File: config.mk
export PLATFORM = sky130hd
export DESIGN_NAME = reg_stack
export DESIGN_NICKNAME = d
export VERILOG_FILES = /design/src/rtl/reg_stack_pkg.sv /design/src/rtl/reg_stack_ctrl.sv /design/src/rtl/reg_stack_ptr.sv /design/src/rtl/reg_stack_mem.sv /design/src/rtl/reg_stack.sv
export SDC_FILE = /design/constraint.sdc
export NUM_CORES = 1
export LEC_CHECK = 0
export ABC_AREA = 1
export BUFFER_PORTS_ARGS = -buffer_cell sky130_fd_sc_hd__buf_2
export CAP_MARGIN = 20
export CORE_MARGIN = 3
export CORE_UTILIZATION = 60
export CTS_CLUSTER_DIAMETER = 80
export DETAILED_ROUTE_END_ITERATION = 7
export GPL_ROUTABILITY_DRIVEN = 0
export HOLD_SLACK_MARGIN = 0.06
export PLACE_DENSITY = 0.72
export SETUP_SLACK_MARGIN = 0.5
export SYNTH_ARGS = -nofsm -noshare
export SYNTH_HDL_FRONTEND = slang
export SYNTH_SLANG_ARGS = --single-unit
File: constraint.sdc
create_clock -name clk -period 3.32 [get_ports clk]
set_input_delay 0.664 -clock clk [delete_from_list [all_inputs] [get_ports clk]]
set_output_delay 0.664 -clock clk [all_outputs]
set_load 0.01 [all_outputs]
File: src/rtl/reg_stack_pkg.sv
package reg_stack_pkg;

  typedef enum logic [1:0] {
    ERR_NONE      = 2'b00,
    ERR_OVERFLOW  = 2'b01,
    ERR_UNDERFLOW = 2'b10,
    ERR_COLLIDE   = 2'b11
  } stk_err_e;

endpackage

File: src/rtl/reg_stack_ctrl.sv
module reg_stack_ctrl
  import reg_stack_pkg::*;
(
  input  logic       clk,
  input  logic       rst_n,
  input  logic       push_in,
  input  logic       pop_in,
  input  logic       full,
  input  logic       empty,
  output logic       push_ok,
  output logic       pop_ok,
  output logic       err,
  output stk_err_e   err_cause
);

  stk_err_e cause_d;

  // legality decode: exactly one of push, pop or a fault per cycle
  always_comb begin
    push_ok = 1'b0;
    pop_ok  = 1'b0;
    cause_d = ERR_NONE;
    if (push_in && pop_in) begin
      cause_d = ERR_COLLIDE;
    end else if (push_in) begin
      if (full) cause_d = ERR_OVERFLOW;
      else      push_ok = 1'b1;
    end else if (pop_in) begin
      if (empty) cause_d = ERR_UNDERFLOW;
      else       pop_ok = 1'b1;
    end
  end

  always_ff @(posedge clk or negedge rst_n) begin
    if (!rst_n) begin
      err       <= 1'b0;
      err_cause <= ERR_NONE;
    end else begin
      err       <= (cause_d != ERR_NONE);
      err_cause <= cause_d;
    end
  end

  // cause is zero whenever no error is flagged
  assert_cause_idle_R9: assert property (@(posedge clk) disable iff (!rst_n)
    !err |-> (err_cause == ERR_NONE));

  // collision always yields the collision cause next cycle
  assert_collide_R8: assert property (@(posedge clk) disable iff (!rst_n)
    (push_in && pop_in) |=> (err && err_cause == ERR_COLLIDE));

  // push on a full stack reported as overflow
  assert_no_overflow_R6: assert property (@(posedge clk) disable iff (!rst_n)
    (push_in && !pop_in && full) |=> (err && err_cause == ERR_OVERFLOW));

  // pop on an empty stack reported as underflow
  assert_no_underflow_R7: assert property (@(posedge clk) disable iff (!rst_n)
    (pop_in && !push_in && empty) |=> (err && err_cause == ERR_UNDERFLOW));

endmodule

File: src/rtl/reg_stack_ptr.sv
module reg_stack_ptr #(
  parameter int DEPTH = 64,
  localparam int PW   = $clog2(DEPTH)
) (
  input  logic          clk,
  input  logic          rst_n,
  input  logic          push_ok,
  input  logic          pop_ok,
  output logic [PW-1:0] sp,
  output logic [PW-1:0] sp_inc,
  output logic          full,
  output logic          empty
);

  localparam logic [PW-1:0] TOP_IDX = PW'(DEPTH - 1);

  logic [PW-1:0] sp_dec;

  // explicit wrap so a non power of two depth also works
  assign sp_inc = (sp == TOP_IDX) ? '0 : sp + 1'b1;
  assign sp_dec = (sp == '0) ? TOP_IDX : sp - 1'b1;

  always_ff @(posedge clk or negedge rst_n) begin
    if (!rst_n) begin
      sp    <= '0;
      full  <= 1'b0;
      empty <= 1'b1;
    end else if (push_ok) begin
      sp    <= sp_inc;
      empty <= 1'b0;
      full  <= (sp_inc == '0);
    end else if (pop_ok) begin
      sp    <= sp_dec;
      full  <= 1'b0;
      empty <= (sp_dec == '0);
    end
  end

  // the two flags are exclusive
  assert_flags_excl_R5: assert property (@(posedge clk) disable iff (!rst_n)
    !(full && empty));

  // full can only hold with the pointer at the wrap point
  assert_full_at_zero_R4: assert property (@(posedge clk) disable iff (!rst_n)
    full |-> (sp == '0));

  // empty can only hold with the pointer at the wrap point
  assert_empty_at_zero_R5: assert property (@(posedge clk) disable iff (!rst_n)
    empty |-> (sp == '0));

  // an idle or rejected cycle leaves the pointer alone
  assert_sp_hold_R6: assert property (@(posedge clk) disable iff (!rst_n)
    (!push_ok && !pop_ok) |=> $stable(sp));

endmodule

File: src/rtl/reg_stack_mem.sv
module reg_stack_mem #(
  parameter int DEPTH = 64,
  parameter int DW    = 8,
  localparam int AW   = $clog2(DEPTH)
) (
  input  logic          clk,
  input  logic          wr_en,
  input  logic [AW-1:0] wr_addr,
  input  logic [DW-1:0] wr_data,
  input  logic [AW-1:0] rd_addr,
  output logic [DW-1:0] rd_data
);

  logic [DW-1:0]    words [DEPTH];
  logic [DEPTH-1:0] we;

  for (genvar g = 0; g < DEPTH; g++) begin : g_we
    assign we[g] = wr_en && (wr_addr == AW'(g));
  end

  always_ff @(posedge clk) begin
    for (int i = 0; i < DEPTH; i++) begin
      if (we[i]) words[i] <= wr_data;
    end
  end

  assign rd_data = words[rd_addr];

  // at most one word written per edge
  assert_single_write_R2: assert property (@(posedge clk)
    $onehot0(we));

endmodule

File: src/rtl/reg_stack.sv
module reg_stack
  import reg_stack_pkg::*;
#(
  parameter int DEPTH = 64,
  parameter int DW    = 8,
  localparam int PW   = $clog2(DEPTH)
) (
  input  logic          clk,
  input  logic          rst_n,
  input  logic          in_valid,
  output logic          in_ready,
  input  logic [DW-1:0] in_data,
  input  logic          pop_req,
  output logic          out_valid,
  output logic [DW-1:0] out_data,
  output logic          full,
  output logic          empty,
  output logic          err,
  output logic [1:0]    err_cause
);

  logic          push_ok;
  logic          pop_ok;
  logic [PW-1:0] sp;
  logic [PW-1:0] sp_inc;
  logic [DW-1:0] rd_data;
  stk_err_e      cause_q;

  reg_stack_ctrl u_ctrl (
    .clk       (clk),
    .rst_n     (rst_n),
    .push_in   (in_valid),
    .pop_in    (pop_req),
    .full      (full),
    .empty     (empty),
    .push_ok   (push_ok),
    .pop_ok    (pop_ok),
    .err       (err),
    .err_cause (cause_q)
  );

  reg_stack_ptr #(.DEPTH(DEPTH)) u_ptr (
    .clk     (clk),
    .rst_n   (rst_n),
    .push_ok (push_ok),
    .pop_ok  (pop_ok),
    .sp      (sp),
    .sp_inc  (sp_inc),
    .full    (full),
    .empty   (empty)
  );

  // write lands at the advanced pointer, read comes from the current one
  reg_stack_mem #(.DEPTH(DEPTH), .DW(DW)) u_mem (
    .clk     (clk),
    .wr_en   (push_ok),
    .wr_addr (sp_inc),
    .wr_data (in_data),
    .rd_addr (sp),
    .rd_data (rd_data)
  );

  always_ff @(posedge clk or negedge rst_n) begin
    if (!rst_n) begin
      out_valid <= 1'b0;
      out_data  <= '0;
    end else begin
      out_valid <= pop_ok;
      if (pop_ok) out_data <= rd_data;
    end
  end

  assign in_ready  = !full;
  assign err_cause = cause_q;

  // a popped word appears only after a pop request
  assert_out_after_pop_R3: assert property (@(posedge clk) disable iff (!rst_n)
    out_valid |-> $past(pop_req));

  // a rejected pop produces no output strobe
  assert_no_strobe_empty_R7: assert property (@(posedge clk) disable iff (!rst_n)
    (pop_req && empty) |=> !out_valid);

  // back-pressure follows the full flag
  assert_ready_R4: assert property (@(posedge clk) disable iff (!rst_n)
    in_ready == !full);

endmodule

==> metrics.md <==
| Metric | Value |
|---|---|
| Combinational cell fraction of total power | 32.0% |
| Reg2reg path depth | 6 |
| Setup violators final | 0 |
| Worst hold start | in_valid |
| CTS buffer count | 52 |
| Total of max-cap violations | 0 |
| Syn avg cell area | 10.10 um^2 |
| Clock power share | 28.8% |
| Unrepaired setup endpoints after global routing | true |
| Post-route ant nets | 0 |
| First-pass GRT wire length | 86.22 mm |
| Drt wl/cell | 19.14 um |
| Drt total wl | 55.54 mm |
| Measured slew at the worst slew-check pin | 0.9248 ns |
| H-tree levels | 2 |
| Via/cell ratio | 5.500 |
| Register area | 15880 um^2 |
| Fin. Hold Viols | 0 |
| Die Width | 202.7 um |
| Post-synthesis sequential area ratio | 68.38% |
| Fmax | 355.2 MHz |
| P_int | approximately 13 mW |
| Die H | 202.7 um |
| Crit path cell chain | ha_1 -> nand3_1 -> xor2_1 -> inv_1 -> nand3_2 -> nor2_2 |
| Sw frac | 36.66% |
| Root Buffer | clkbuf_16 |
| Pwr Density | between 700 and 800 nW/um^2 |
| Largest net degree at the start of global routing | 140 |
| Max FO, Critical Path | 16 |
| Fillcell total | 2796 |
| Reg2reg start | u_ptr.sp[0]$_DFFE_PN0P_ |
| DRC | 0 |
| Hold slack | 0.2716 ns |
| Largest stage delay on the critical path | 0.61 ns |
| Placed instance area | 24150 um^2 |
| Crit-path slowest cell | nor2_2 |
| Psw | 7.269 mW |
| First-pass DRT Iterations | 6 |
| CP startpoint kind | register |
| Synthesis-to-layout area growth | 11.28% |
| Hold endpoint | u_ptr.empty$_DFFE_PN1P_ |
| I/O pins | 27 |
| Post-layout minimum cycle time | 2.816 ns |
| R2R Path End | u_mem.words[34][4]$_DFFE_PP_ |
| FF+latch count, synth | 532 |
| Share of layout cells above drive strength 1 | 9.076% |
| # diodes | 0 |
| Setup tns final | 0 ns |
| Core ar. | 37930 um^2 |
| Vias in the first global route | 15.40k |
| Synth cell types | 27 |
| Post-Syn Nets | 2317 |
| Part of the power in registers | 39.2% |
| WP data required | around 3.5 ns |
| Starting Density | 61.21% |
| Fin nets | 2367 |
| Die footprint | roughly 40000 um^2 |
| Total GRT Usage | 27.37% |
| Post-route cell area | 25840 um^2 |
| Count of warnings emitted by yosys | 0 |
| Leakage power | 10.81 nW |
| Relative slew slack | 38.35% |
| Multi-input logic area | 5655 um^2 |
| Cell Area, Synth | 23220 um^2 |
| IO Port Bufs | 26 |
| Cells after synthesis | 2299 |
| Initial antenna violation count | 0 |
| Crit path buffers/inverters | 1 |
| CP Capture Type | register |
| Hold/Removal Path Class | input port to register |
| Max-slew violations | 0 |
| Delay-heaviest family, CP | simple AND/OR/NAND/NOR gates |
| TritonCTS Sinks | 532 |
| DP HPWL | 33.42 mm |
| Vias | 15.96k |
| Num rows | 71 |
| Maximum vdd ir drop | around 550 uV |
| Hold path cells | 2 |
| Clock slew at reported path FFs | around 0.060 ns |
| Remaining Overflow, GRT | 0 |
| Status | complete, no violations |
| Flop2flop setup slack | 0.50 ns |
| Worst-case clock buffer depth | 3 |
| CTS tree | built |
| Clk_lat worst skew | 0.60 ns |
| Crit share post-route | 84.81% |
| DRT iter0 DRCs | 1802 |
| CP arrival | between 3 and 4 ns |
| Worst setup path class | register to register |
| Worst Skew | 0.02540 ns |
[registers in the layout, indices dropped and copies added, names as in the netlist]
name,flops
out_data,8
out_valid,1
u_ctrl.err,1
u_ctrl.err_cause,2
u_mem.words,512
u_ptr.empty,1
u_ptr.full,1
u_ptr.sp,6
[worst register-to-register path, delay by kind of cell, from the launching register on]
| family | cells | cell delay, ns |
|---|---|---|
| adders and majority gates | 1 | 0.22 |
| DFF | 1 | 0.52 |
| and+or+nand+nor | 3 | 1.30 |
| xor gates and xnor gates | 1 | 0.21 |
| buffers and inverters | 1 | 0.18 |
[cell usage in the layout, fill, tap and decap left out, drive strengths merged]
master / instances
a21oi: 10
a31oi: 1
buf: 106
bufinv: 3
clkbuf: 61
clkinv: 25
clkinvlp: 6
dfrtp: 19
dfstp: 1
dlygate4sd3: 1
edfxtp: 512
ha: 6
inv: 304
nand2: 773
nand3: 243
nand4: 3
nor2: 252
o211ai: 1
o21ai: 54
o221ai: 3
o22ai: 3
xor2: 4
[Yosys cell counts (all sizes together)]
cell / count / area (um^2)
edfxtp: 512 / 15370
nand3: 243 / 1226
clkbuf: 19 / 71.32
a21oi: 10 / 50.05
o22ai: 3 / 18.77
nand2: 773 / 2912
dfrtp: 19 / 475.5
o21ai: 54 / 270.3
nor2: 252 / 980.9
nand4: 3 / 25.02
o211ai: 1 / 7.510
buf: 92 / 491.7
inv: 303 / 1137
ha: 6 / 75.07
o221ai: 3 / 26.28
dfstp: 1 / 26.28
a31oi: 1 / 6.260
xor2: 4 / 42.55
[layer usage]
metal | part of all wire [%] | track usage [%] | vias to the layer above | wire (um)
li1 | - | - | 7511 | -
met1 | 41 | 38.46 | 7644 | 22540
met2 | 48 | 44.95 | 695 | 26870
met3 | 8.1 | 3.704 | 112 | 4515
met4 | 2.9 | 8.983 | 0 | 1616
met5 | 0 | 0 | - | 0
[power by group through the flow]
| stage | Clock (mW) | Combinational, mW | Sequential [mW] |
|---|---|---|---|
| global placement | 0 | 6.14 | 7.89 |
| CTS | 5.78 | 6.27 | 7.77 |
| global route | 6.06 | 7.05 | 7.79 |
| finish | 5.70 | 6.35 | 7.78 |
| floorplan | 0 | 4.41 | 7.82 |
| detailed placement | 0 | 6.24 | 7.91 |
[per-stage QoR]
step                total power, mW  setup WS [ns]  instances  util, %
floorplan                     12.24          1.049       2299        -
global placement              14.03         0.4378       2805    63.67
finish                        19.83         0.5043       2902    68.11
CTS                           19.82         0.5699       2902    68.08
detailed placement            14.14         0.3803       2805    63.67
global route                  20.90         0.4636       2902    68.11
[how the worst max path moves through the flow]
stage	from	end	slack, ns	cells past startpoint
after floorplan	u_ptr.sp[0]$_DFFE_PN0P_	u_mem.words[25][0]$_DFFE_PP_	1.05	8
after CTS	u_ptr.sp[0]$_DFFE_PN0P_	u_mem.words[35][0]$_DFFE_PP_	0.57	6
after global routing	u_ptr.sp[0]$_DFFE_PN0P_	u_mem.words[34][6]$_DFFE_PP_	0.46	6
after global placement	pop_req	u_mem.words[0][2]$_DFFE_PP_	0.44	6
final	u_ptr.sp[0]$_DFFE_PN0P_	u_mem.words[34][4]$_DFFE_PP_	0.50	6
after detailed placement	pop_req	u_mem.words[0][0]$_DFFE_PP_	0.38	6
[layout make-up]
class | count | share of cell area, %
Sequential cell | 532 | 61.48
Multi-Input combinational cell | 1353 | 21.89
Clock buffer | 61 | 5.443
Inverter | 303 | 4.426
Timing Repair Buffer | 107 | 3.303
Tap cell | 511 | 2.475
Clock inverter | 35 | 0.9879
[kinds of logic after synthesis]
logic type	count (synthesis)	synth area share, %
and+or+nand+nor	1271	22.15
buffers and inverters	414	7.324
AOI/OAI and AO/OA	72	1.633
DFF	532	68.38
xor gates and xnor gates	4	0.1833
adders and majority gates	6	0.3233
[timing repair]
action,4_1_cts,5_1_grt
endpoints found under the hold margin,19,0
endpoints found under the setup margin,0,45
gates resized for setup,0,4
setup buffers,0,0
hold buffers,1,0
No activity file was read; power rests on OpenSTA's default activity.
